`config.mk`:
```
export PLATFORM = sky130hd
export DESIGN_NAME = prio_irq_ctrl
export DESIGN_NICKNAME = d
export VERILOG_FILES = /design/src/rtl/pic_pkg.sv /design/src/rtl/pic_source_state.sv /design/src/rtl/pic_arbiter.sv /design/src/rtl/pic_cpu_port.sv /design/src/rtl/prio_irq_ctrl.sv
export SDC_FILE = /design/constraint.sdc
export NUM_CORES = 2
export LEC_CHECK = 0
export BUFFER_PORTS_ARGS = -buffer_cell sky130_fd_sc_hd__buf_2
export CAP_MARGIN = 25
export CORE_MARGIN = 10
export CORE_UTILIZATION = 25
export CTS_BUF_LIST = sky130_fd_sc_hd__clkbuf_4
export DETAILED_ROUTE_END_ITERATION = 16
export SYNTH_ARGS = -nofsm -noshare
export SYNTH_HDL_FRONTEND = slang
export SYNTH_HIERARCHICAL = 1
export SYNTH_SLANG_ARGS = --single-unit
```
`constraint.sdc`:
```
create_clock -name clk -period 136.9 [get_ports clk]
set_input_delay 13.69 -clock clk [delete_from_list [all_inputs] [get_ports clk]]
set_output_delay 13.69 -clock clk [all_outputs]
set_load 0.01 [all_outputs]
```
`src/rtl/pic_pkg.sv`:
```
package pic_pkg;
  localparam int ID_W = 10;
  localparam logic [ID_W-1:0] SPURIOUS_ID = 10'd1023;

  // distribution section offsets
  localparam logic [11:0] D_CTRL   = 12'h000;
  localparam logic [11:0] D_TYPE   = 12'h004;
  localparam logic [11:0] D_SETEN  = 12'h100;
  localparam logic [11:0] D_CLREN  = 12'h180;
  localparam logic [11:0] D_PRIO   = 12'h400;
  localparam logic [11:0] D_TARGET = 12'h800;
  localparam logic [11:0] D_CFG    = 12'hC00;

  // processor section offsets
  localparam logic [4:0] C_CTRL = 5'h00;
  localparam logic [4:0] C_PMR  = 5'h04;
  localparam logic [4:0] C_BPR  = 5'h08;
  localparam logic [4:0] C_ACK  = 5'h0C;
  localparam logic [4:0] C_EOI  = 5'h10;

  function automatic logic [31:0] type_word(int num_irq);
    return 32'((num_irq / 32) - 1) & 32'h1F;
  endfunction

  // place a stored priority of 'bits' width at the top of a byte
  function automatic logic [7:0] prio_widen(logic [7:0] raw, int bits);
    return raw << (8 - bits);
  endfunction

  function automatic logic [31:0] ack_word(logic ok, logic [ID_W-1:0] id);
    return ok ? {22'd0, id} : {22'd0, SPURIOUS_ID};
  endfunction
endpackage

```
`src/rtl/pic_source_state.sv`:
```
module pic_source_state #(
  parameter int NUM_IRQ = 64,
  parameter int IDX_W   = 6
) (
  input  logic               clk,
  input  logic               rst_n,
  input  logic [NUM_IRQ-1:0] irq_lines,
  input  logic [NUM_IRQ-1:0] edge_cfg,
  input  logic               ack_take,
  input  logic [IDX_W-1:0]   ack_id,
  input  logic               eoi_hit,
  input  logic [IDX_W-1:0]   eoi_id,
  output logic [NUM_IRQ-1:0] pending,
  output logic [NUM_IRQ-1:0] active
);
  for (genvar g = 0; g < NUM_IRQ; g++) begin : g_line
    logic prev_q, latch_q, act_q;
    logic rise, took, retired;

    assign rise    = irq_lines[g] & ~prev_q;
    assign took    = ack_take && (ack_id == IDX_W'(g));
    assign retired = eoi_hit && (eoi_id == IDX_W'(g));

    always_ff @(posedge clk or negedge rst_n) begin
      if (!rst_n) begin
        prev_q  <= 1'b0;
        latch_q <= 1'b0;
        act_q   <= 1'b0;
      end else begin
        prev_q <= irq_lines[g];
        if (!edge_cfg[g])  latch_q <= 1'b0;
        else if (rise)     latch_q <= 1'b1;
        else if (took)     latch_q <= 1'b0;
        if (took)          act_q <= 1'b1;
        else if (retired)  act_q <= 1'b0;
      end
    end

    assign pending[g] = edge_cfg[g] ? latch_q : irq_lines[g];
    assign active[g]  = act_q;
  end
endmodule

```
`src/rtl/pic_arbiter.sv`:
```
module pic_arbiter #(
  parameter int NUM_IRQ   = 64,
  parameter int PRIO_BITS = 5,
  parameter int IDX_W     = 6
) (
  input  logic [NUM_IRQ-1:0]                eligible,
  input  logic [NUM_IRQ-1:0][PRIO_BITS-1:0] prio,
  output logic                              found,
  output logic [IDX_W-1:0]                  win_id,
  output logic [PRIO_BITS-1:0]              win_prio
);
  // ascending scan with strict compare: ties stay with the lower ID
  always_comb begin
    found    = 1'b0;
    win_id   = '0;
    win_prio = '0;
    for (int i = 0; i < NUM_IRQ; i++) begin
      if (eligible[i] && (!found || prio[i] < win_prio)) begin
        found    = 1'b1;
        win_id   = IDX_W'(i);
        win_prio = prio[i];
      end
    end
  end
endmodule

```
`src/rtl/pic_cpu_port.sv`:
```
module pic_cpu_port
  import pic_pkg::*;
#(
  parameter int PRIO_BITS = 5,
  parameter int IDX_W     = 6
) (
  input  logic                 clk,
  input  logic                 rst_n,
  input  logic                 sel,
  input  logic                 we,
  input  logic                 re,
  input  logic [4:0]           reg_off,
  input  logic [9:0]           wdata,
  input  logic                 dist_en,
  input  logic                 found,
  input  logic [IDX_W-1:0]     win_id,
  input  logic [PRIO_BITS-1:0] win_prio,
  input  logic                 any_active,
  output logic                 cpu_en,
  output logic                 irq_req,
  output logic                 ack_take,
  output logic                 eoi_req,
  output logic [ID_W-1:0]      eoi_id,
  output logic [31:0]          rd_data
);
  logic [7:0] pmr_q;
  logic [2:0] bpr_q;
  logic       deliver;

  always_ff @(posedge clk or negedge rst_n) begin
    if (!rst_n) begin
      cpu_en <= 1'b0;
      pmr_q  <= 8'd0;
      bpr_q  <= 3'd0;
    end else if (sel && we) begin
      if (reg_off == C_CTRL) cpu_en <= wdata[0];
      if (reg_off == C_PMR)  pmr_q  <= wdata[7:0];
      if (reg_off == C_BPR)  bpr_q  <= wdata[2:0];
    end
  end

  assign deliver  = dist_en && cpu_en && found && !any_active &&
                    (prio_widen(8'(win_prio), PRIO_BITS) < pmr_q);
  assign irq_req  = deliver;
  assign ack_take = sel && re && (reg_off == C_ACK) && deliver;
  assign eoi_req  = sel && we && (reg_off == C_EOI);
  assign eoi_id   = wdata;

  always_comb begin
    rd_data = '0;
    if (sel) begin
      case (reg_off)
        C_CTRL:  rd_data = {31'd0, cpu_en};
        C_PMR:   rd_data = {24'd0, pmr_q};
        C_BPR:   rd_data = {29'd0, bpr_q};
        C_ACK:   rd_data = ack_word(deliver, ID_W'(win_id));
        default: rd_data = '0;
      endcase
    end
  end
endmodule

```
`src/rtl/prio_irq_ctrl.sv`:
```
module prio_irq_ctrl
  import pic_pkg::*;
#(
  parameter int NUM_IRQ   = 64,
  parameter int PRIO_BITS = 5
) (
  input  logic               clk,
  input  logic               rst_n,
  input  logic [12:0]        bus_addr,
  input  logic               bus_we,
  input  logic [31:0]        bus_wdata,
  input  logic               bus_re,
  output logic [31:0]        bus_rdata,
  input  logic [NUM_IRQ-1:0] irq_lines,
  output logic               irq_req
);
  localparam int IDX_W      = $clog2(NUM_IRQ);
  localparam int EN_WORDS   = NUM_IRQ / 32;
  localparam int BYTE_WORDS = NUM_IRQ / 4;
  localparam int CFG_WORDS  = NUM_IRQ / 16;

  logic        cpu_sel, dist_wr;
  logic [11:0] off;
  assign cpu_sel = bus_addr[12];
  assign off     = bus_addr[11:0];
  assign dist_wr = bus_we && !cpu_sel;

  logic                              dist_en;
  logic [NUM_IRQ-1:0]                enable_q;
  logic [NUM_IRQ-1:0][PRIO_BITS-1:0] prio_q;
  logic [NUM_IRQ-1:0][7:0]           target_q;
  logic [NUM_IRQ-1:0][1:0]           cfg_q;

  // event wires shared with the checker
  logic [NUM_IRQ-1:0] pending, active_vec, eligible, edge_vec;
  logic               any_active, found, ack_take, eoi_req, eoi_hit, cpu_en;
  logic [IDX_W-1:0]   win_id, eoi_idx;
  logic [PRIO_BITS-1:0] win_prio;
  logic [ID_W-1:0]    eoi_id;
  logic [31:0]        dist_rd, cpu_rd;

  // distribution registers
  always_ff @(posedge clk or negedge rst_n) begin
    if (!rst_n) begin
      dist_en  <= 1'b0;
      enable_q <= '0;
      prio_q   <= '0;
      target_q <= '0;
      cfg_q    <= '0;
    end else if (dist_wr) begin
      if (off == D_CTRL) dist_en <= bus_wdata[0];
      for (int w = 0; w < EN_WORDS; w++) begin
        if (off == D_SETEN + 12'(4 * w))
          enable_q[32*w +: 32] <= enable_q[32*w +: 32] | bus_wdata;
        if (off == D_CLREN + 12'(4 * w))
          enable_q[32*w +: 32] <= enable_q[32*w +: 32] & ~bus_wdata;
      end
      for (int w = 0; w < BYTE_WORDS; w++) begin
        for (int k = 0; k < 4; k++) begin
          if (off == D_PRIO + 12'(4 * w))
            prio_q[4*w+k] <= bus_wdata[8*k+8-PRIO_BITS +: PRIO_BITS];
          if (off == D_TARGET + 12'(4 * w))
            target_q[4*w+k] <= bus_wdata[8*k +: 8];
        end
      end
      for (int w = 0; w < CFG_WORDS; w++) begin
        for (int k = 0; k < 16; k++) begin
          if (off == D_CFG + 12'(4 * w))
            cfg_q[16*w+k] <= bus_wdata[2*k +: 2];
        end
      end
    end
  end

  always_comb begin
    dist_rd = '0;
    if (off == D_CTRL) dist_rd = {31'd0, dist_en};
    if (off == D_TYPE) dist_rd = type_word(NUM_IRQ);
    for (int w = 0; w < EN_WORDS; w++) begin
      if (off == D_SETEN + 12'(4 * w) || off == D_CLREN + 12'(4 * w))
        dist_rd = enable_q[32*w +: 32];
    end
    for (int w = 0; w < BYTE_WORDS; w++) begin
      if (off == D_PRIO + 12'(4 * w))
        for (int k = 0; k < 4; k++)
          dist_rd[8*k +: 8] = prio_widen(8'(prio_q[4*w+k]), PRIO_BITS);
      if (off == D_TARGET + 12'(4 * w))
        for (int k = 0; k < 4; k++)
          dist_rd[8*k +: 8] = target_q[4*w+k];
    end
    for (int w = 0; w < CFG_WORDS; w++) begin
      if (off == D_CFG + 12'(4 * w))
        for (int k = 0; k < 16; k++)
          dist_rd[2*k +: 2] = cfg_q[16*w+k];
    end
  end

  always_ff @(posedge clk or negedge rst_n) begin
    if (!rst_n)      bus_rdata <= '0;
    else if (bus_re) bus_rdata <= cpu_sel ? cpu_rd : dist_rd;
  end

  for (genvar g = 0; g < NUM_IRQ; g++) begin : g_edge
    assign edge_vec[g] = cfg_q[g][1];
  end

  assign eligible   = enable_q & pending & ~active_vec;
  assign any_active = |active_vec;
  assign eoi_idx    = eoi_id[IDX_W-1:0];
  assign eoi_hit    = eoi_req && ({1'b0, eoi_id} < 11'(NUM_IRQ)) && active_vec[eoi_idx];

  pic_source_state #(.NUM_IRQ(NUM_IRQ), .IDX_W(IDX_W)) u_src (
    .clk(clk), .rst_n(rst_n), .irq_lines(irq_lines), .edge_cfg(edge_vec),
    .ack_take(ack_take), .ack_id(win_id), .eoi_hit(eoi_hit), .eoi_id(eoi_idx),
    .pending(pending), .active(active_vec)
  );

  pic_arbiter #(.NUM_IRQ(NUM_IRQ), .PRIO_BITS(PRIO_BITS), .IDX_W(IDX_W)) u_arb (
    .eligible(eligible), .prio(prio_q), .found(found),
    .win_id(win_id), .win_prio(win_prio)
  );

  pic_cpu_port #(.PRIO_BITS(PRIO_BITS), .IDX_W(IDX_W)) u_cpu (
    .clk(clk), .rst_n(rst_n), .sel(cpu_sel && (off[11:5] == 7'd0)),
    .we(bus_we), .re(bus_re), .reg_off(off[4:0]), .wdata(bus_wdata[9:0]),
    .dist_en(dist_en), .found(found), .win_id(win_id), .win_prio(win_prio),
    .any_active(any_active), .cpu_en(cpu_en), .irq_req(irq_req),
    .ack_take(ack_take), .eoi_req(eoi_req), .eoi_id(eoi_id), .rd_data(cpu_rd)
  );
endmodule

```
# After elaboration in Yosys (flattened, before gate mapping)
# Index checks and enable logic that the tools add are counted.
[word_totals]
inputBits = 113
word_cells = 1901
ff_bits = 1261
output_inout_bits = 33
[classes]
bitwise = 136
n_reduce_logical = 448
n_mux = 625
order_cmp = 66
n_eq_ne = 235
[op_table]
columns = ["op", "n"]
rows = [
  ["32-bit two-way mux", 45],
  ["1-bit two-way mux", 451],
  ["5-bit two-way mux", 80],
  ["6-bit == test, second input constant", 64],
  ["5-bit less-than comparator", 63],
  ["12-bit == test, second input constant", 20],
  ["1-bit logical AND", 204],
  ["12-bit by 11-bit == test with 1-bit output, second input constant", 16],
  ["6-bit by 5-bit == test with 1-bit output, second input constant", 32],
  ["6-bit two-way mux", 32],
  ["3-bit by 1-bit inequality test with 1-bit output, second input constant", 64],
  ["2-bit nonzero test", 66],
  ["64-bit bitwise AND", 2],
  ["32-bit case mux with 4 select lines", 1],
  ["6-bit by 4-bit == test with 1-bit output, second input constant", 16],
  ["2-bit AND reduction", 42],
  ["1-bit zero test", 65],
  ["1-bit logical OR", 65],
  ["1-bit bitwise AND", 64],
  ["32-bit bitwise AND", 2],
  ["1-bit NOT", 64],
  ["64-bit NOT", 1],
  ["32-bit OR", 2],
  ["64-bit OR reduction", 1],
  ["21 further kinds", 48],
]

# Logic depth before layout (Yosys ltp)
[logic_depth]
ltp_word = 264
mapped_depth = 574
depth_no_buf = 552

# Hierarchy
# Netlist, hierarchy kept.
[modules_own_cells]
columns = ["mod", "cells_each", "area_each_um2", "instances"]
rows = [
  ["prio_irq_ctrl", 4172, 49994.2, 1],
  ["pic_arbiter", 2733, 18801.8, 1],
  ["pic_source_state", 844, 8343.0, 1],
  ["pic_cpu_port", 121, 1147.4, 1],
]

# Least setup slack after synthesis
# Ideal clock, no wire load.
[synth_timing]
path_kind = "in2out"
from = "input port irq_lines[0]"
to = "output port irq_req"
path_stages = 522
t_required_ns = 123.210
arrival_ns = 106.721
setup_slack_ns = 16.489
path_cell_list = "inv_1 o21ai_0 nand2_1 nor2_1 buf_4 nand2_1 ha_1 a21oi_1 o221ai_1 a21boi_2 mux2_2 ha_1 o211ai_1 a21oi_1 a211oi_4 or3_1 o21ai_2 inv_1 (+486 left out) nor2_1 a31oi_1 and3_1 buf_6 mux2_4 ha_1 a21o_1 a21o_1 a21oi_1 or2b_1 a21oi_1 and2_4 o21ai_1 ha_1 a21boi_0 nand4_1 a311oi_1 buf_6"
[synth_rtl]
columns = ["item", "line", "source"]
rows = [
  ["from (decl)", "prio_irq_ctrl.sv:14", "input logic [NUM_IRQ-1:0] irq_lines,"],
  ["1-bit two-way mux *", "pic_source_state.sv:39", "assign pending[g] = edge_cfg[g] ? latch_q : irq_lines[g];"],
  ["via pending[0]", "prio_irq_ctrl.sv:35", "logic [NUM_IRQ-1:0] pending, active_vec, eligible, edge_vec;"],
  ["64-bit bitwise AND * (2 in a row)", "prio_irq_ctrl.sv:107", "assign eligible = enable_q & pending & ~active_vec;"],
  ["via eligible[0]", "prio_irq_ctrl.sv:35", ""],
  ["5-bit two-way mux / 1-bit two-way mux (equally long branches)", "pic_arbiter.sv:18", "if (eligible[i] && (!found || prio[i] < win_prio)) begin"],
  ["5-bit less-than comparator / 1-bit zero test (equally long branches)", "pic_arbiter.sv:18", ""],
  ["1-bit logical OR", "pic_arbiter.sv:18", ""],
  ["1-bit logical AND", "pic_arbiter.sv:18", ""],
  ["(+244 left out)", "n/a", ""],
  ["5-bit two-way mux / 1-bit two-way mux (equally long branches)", "pic_arbiter.sv:18", ""],
  ["5-bit less-than comparator / 1-bit zero test (equally long branches)", "pic_arbiter.sv:18", ""],
  ["1-bit logical OR", "pic_arbiter.sv:18", ""],
  ["1-bit logical AND", "pic_arbiter.sv:18", ""],
  ["5-bit two-way mux *", "pic_arbiter.sv:18", ""],
  ["via win_prio[4]", "prio_irq_ctrl.sv:38", "logic [PRIO_BITS-1:0] win_prio;"],
  ["8-bit less-than comparator *", "pic_cpu_port.sv:43", "(prio_widen(8'(win_prio), PRIO_BITS) < pmr_q);"],
  ["1-bit logical AND *", "pic_cpu_port.sv:42", "assign deliver = dist_en && cpu_en && found && !any_active &&"],
  ["to (decl)", "prio_irq_ctrl.sv:15", "output logic irq_req"],
]
# The timed path passes the listed nets; every way through them passes the cells marked *.

# Worst setup path after layout
# Same ends and word-level chain as after synthesis.

==> summary.txt <==
Logic synthesis
  – Post-synth EDFFs: 0
  – Cell with the most instances after synthesis: dfrtp_1
  – Yosys warnings: 6
  – Post-synthesis sequential area ratio: 0.403
  – Share of the synthesized area in the top cell type: 0.403
  – FFs w/ async S/R, synth: 1.00
  – Commonest cells in the netlist: 1261 x dfrtp_1, 1008 x mux2_2, 616 x nand2_1, 576 x o21ai_0, 552 x nor2_1
  – Post-Syn Instances: 7870
  – Syn avg cell area: 9.95 sq um
  – Flops & latches, synth: 1261
  – Mapped Area: 78300 sq um
  – Prevailing post-synth register cell: dfrtp_1
  – Unique masters post-synth: 184
  – Yosys top cell by area: dfrtp_1
  – Area contributors post-synth: dfrtp_1 40%, mux2_2 14%, o21ai_0 3.7%

Route
  – Total wire length: 323000 um
  – Post-route ant nets: 0
  – Number of DRC markers in iteration 0: 9509
  – Drt wl/cell: 26.0 um
  – Drt pass-1 iters: 8
  – Remaining DRCs: 0
  – Vias/cell: 5.64
  – Routed vias: 69976

Critical path
  – WP data arrival: 115.65 ns
  – CP Launch Type: input pin
  – Setup crit end kind: output port
  – Worst EP required: 123.21 ns
  – CP max stage delay: 0.55 ns
  – Most used cell, CP: ha_1
  – Setup CP Type: in -> out
  – CP max stage cell: or4_4
  – Critical Path Fanout Max: 16

CTS
  – Reg clk slew, reported paths: 0.07 ns
  – CTS H-tree lvls: 5
  – Worst skew pair latency: 1.34 ns
  – CTS Sinks: 1261
  – CTS tree: yes
  – Root Buffer: clkbuf_4
  – Post-CTS Hold Fix Bufs: 0
  – CTS Buffer Depth: 4
  – CTS Buf Count: 350

Timing
  – Final setup TNS: 0 ns
  – Period utilisation layout: 0.945
  – Fin. Hold Viols: 0
  – Worst-Margin Slew: 1.21 ns
  – Post-route minimum period: 129.34 ns
  – Final setup viols: 0
  – Final number of max-transition violations: 0
  – Slack of the critical path: 7.56 ns
  – Achievable Freq: 7.73 MHz
  – Worst Skew: 0.107 ns
  – Max_slew headroom: 0.188

Pwr
  – P_leak: 39.8 nW
  – Cell-internal power: 0.000562 W
  – Seq pwr share: 0.487
  – Net Switching: 0.000213 W
  – Design Power: 0.000776 W
  – Peak supply drop: 7.02 uV
  – Power share of the combinational group: 0.082
  – Clk pwr share: 0.431
  – PwrDens: 8.85 nW/um^2
  – Switching Fraction: 0.275

Floorplanning
  – Full die area: 336000 sq um
  – Initial Util: 0.251
  – Std-Cell Rows: 205
  – Io pins: 146
  – Die Ht: 580 um
  – Core area: 312000 sq um
  – Die width: 580 um

Layout
  – Fin area: 87700 sq um
  – Fillcell total: 33074
  – Layout cell share with drive strength beyond 1: 0.287
  – Fin cells: 12411
  – Area growth syn-to-layout: 12.0%
  – Number of nets in the layout: 8281

Run
  – Maxcap violations: 0

GRT
  – Largest net degree at the start of global routing: 168
  – Antenna violations before repair: 57
  – GRT Resource Usage Total: 0.183
  – First-pass GRT wire length: 462000 um
  – Vias in the first global route: 65589
  – Total gr overflow: 0

Hold path
  – Hold WC Path Type: reg -> reg

Placed design
  – Post-DP HPWL: 230000 um
  – Placed cell area: 82800 sq um
  – Placed insts: 11770
  – Pre-CTS WS: 3.49 ns
  – GP Congestion: 0.976
  – I/O Buffers: 145

Run status
  – Status: completed
## layer usage
layer	wire, um	up-vias	share of wire	GRT usage
met1	131000	35077	0.41	0.241
met3	38200	789	0.12	0.0590
met5	141	-	0.00044	0
li1	-	29867	-	-
met2	135000	4223	0.42	0.265
met4	18400	20	0.057	0.0959
## power groups by stage
stage	logic [W]	clock network [W]	registers (W)
after floorplan	0.0000313	0	0.000384
after global placement	0.0000607	0	0.000384
after detailed placement	0.0000610	0	0.000384
after CTS	0.0000612	0.000336	0.000377
after global routing	0.0000672	0.000358	0.000377
final	0.0000638	0.000334	0.000378
## flip-flops by register name, summed over array words and instances, names as in the netlist, named ones only
| signal | cells |
|---|---|
| bus_rdata | 32 |
| u_src/g_line.act_q | 64 |
| dist_en | 1 |
| u_src/g_line.prev_q | 64 |
| target_q | 512 |
| u_cpu/bpr_q | 3 |
| u_src/g_line.latch_q | 64 |
| u_cpu/cpu_en | 1 |
| prio_q | 320 |
| cfg_q | 128 |
| u_cpu/pmr_q | 8 |
## path summary, 6_finish.rpt
path	from	to	slack, ns	depth (start not counted)
setup / recovery	irq_lines[0]	irq_req	7.56	512
hold / removal	u_src/g_line[44].prev_q$_DFF_PN0_	u_src/g_line[44].latch_q$_DFFE_PN0P_	0.49	2
setup reg to reg	cfg_q[1]$_DFFE_PN0P_	u_src/g_line[55].act_q$_DFFE_PN0P_	32.86	514
hold reg to reg	u_src/g_line[44].prev_q$_DFF_PN0_	u_src/g_line[44].latch_q$_DFFE_PN0P_	0.49	2
max in group asynchronous	rst_n	prio_q[80]$_DFFE_PN0P_	120.48	9
min in group asynchronous	rst_n	prio_q[288]$_DFFE_PN0P_	12.37	1
## worst max-delay path: cells and delay by family
family	cells	cell delay, ns
buffers and inverters	33	3.35
AND/OR/NAND/NOR	149	24.84
adder cells (fa/ha/maj)	64	18.32
multiplexers	31	8.97
AO/OA/AOI/OAI	235	46.35
## kinds of logic (layout without fill, tap and decap cells)
kind of cell / count (synthesis) / count (layout) / share of synthesized area
adder cells (fa/ha/maj): 164 / 164 / 0.0257
other: 1 / 50 / 0.0000479
multiplexers: 1150 / 1150 / 0.168
flip-flops: 1261 / 1261 / 0.403
XOR/XNOR: 26 / 26 / 0.00291
AO/OA/AOI/OAI: 2323 / 2324 / 0.209
AND/OR/NAND/NOR: 2084 / 2084 / 0.138
buffers and inverters: 861 / 1212 / 0.0532
## layout make-up
cell class | instances | area (sq um) | area share
Clock buffer | 517 | 3880 | 0.0443
Multi-Input combinational cell | 5770 | 43100 | 0.491
Antenna cell | 28 | 70.1 | 0.000799
Tap cell | 4140 | 5180 | 0.0591
Timing Repair Buffer | 358 | 2630 | 0.0300
Sequential cell | 1261 | 31600 | 0.360
Clock inverter | 57 | 235 | 0.00268
Inverter | 280 | 1050 | 0.0120
## timing repair
| action | in CTS | in global routing |
|---|---|---|
| resized for setup | 0 | 55 |
| setup endpoints to repair | 0 | 1 |
| buffers inserted | 0 | 21 |
## through the flow
stage | hold slack, ns | utilization
after floorplan | 0.462 | -
after global placement | 0.478 | 0.265
after detailed placement | 0.486 | 0.265
after CTS | 0.489 | 0.279
after global routing | 0.510 | 0.281
final | 0.487 | 0.281
## cells in the final DEF, fill, tap and decap left out, types with 127 or more instances in the layout
cell type,n
nand2_1,614
ha_1,147
inv_1,278
o21ai_0,567
buf_4,181
buf_2,145
mux2_2,1008
nor2_1,537
nand3_1,127
a21oi_1,365
clkbuf_4,520
dfrtp_1,1261
Note: power is estimated with default switching activity, not from simulation.
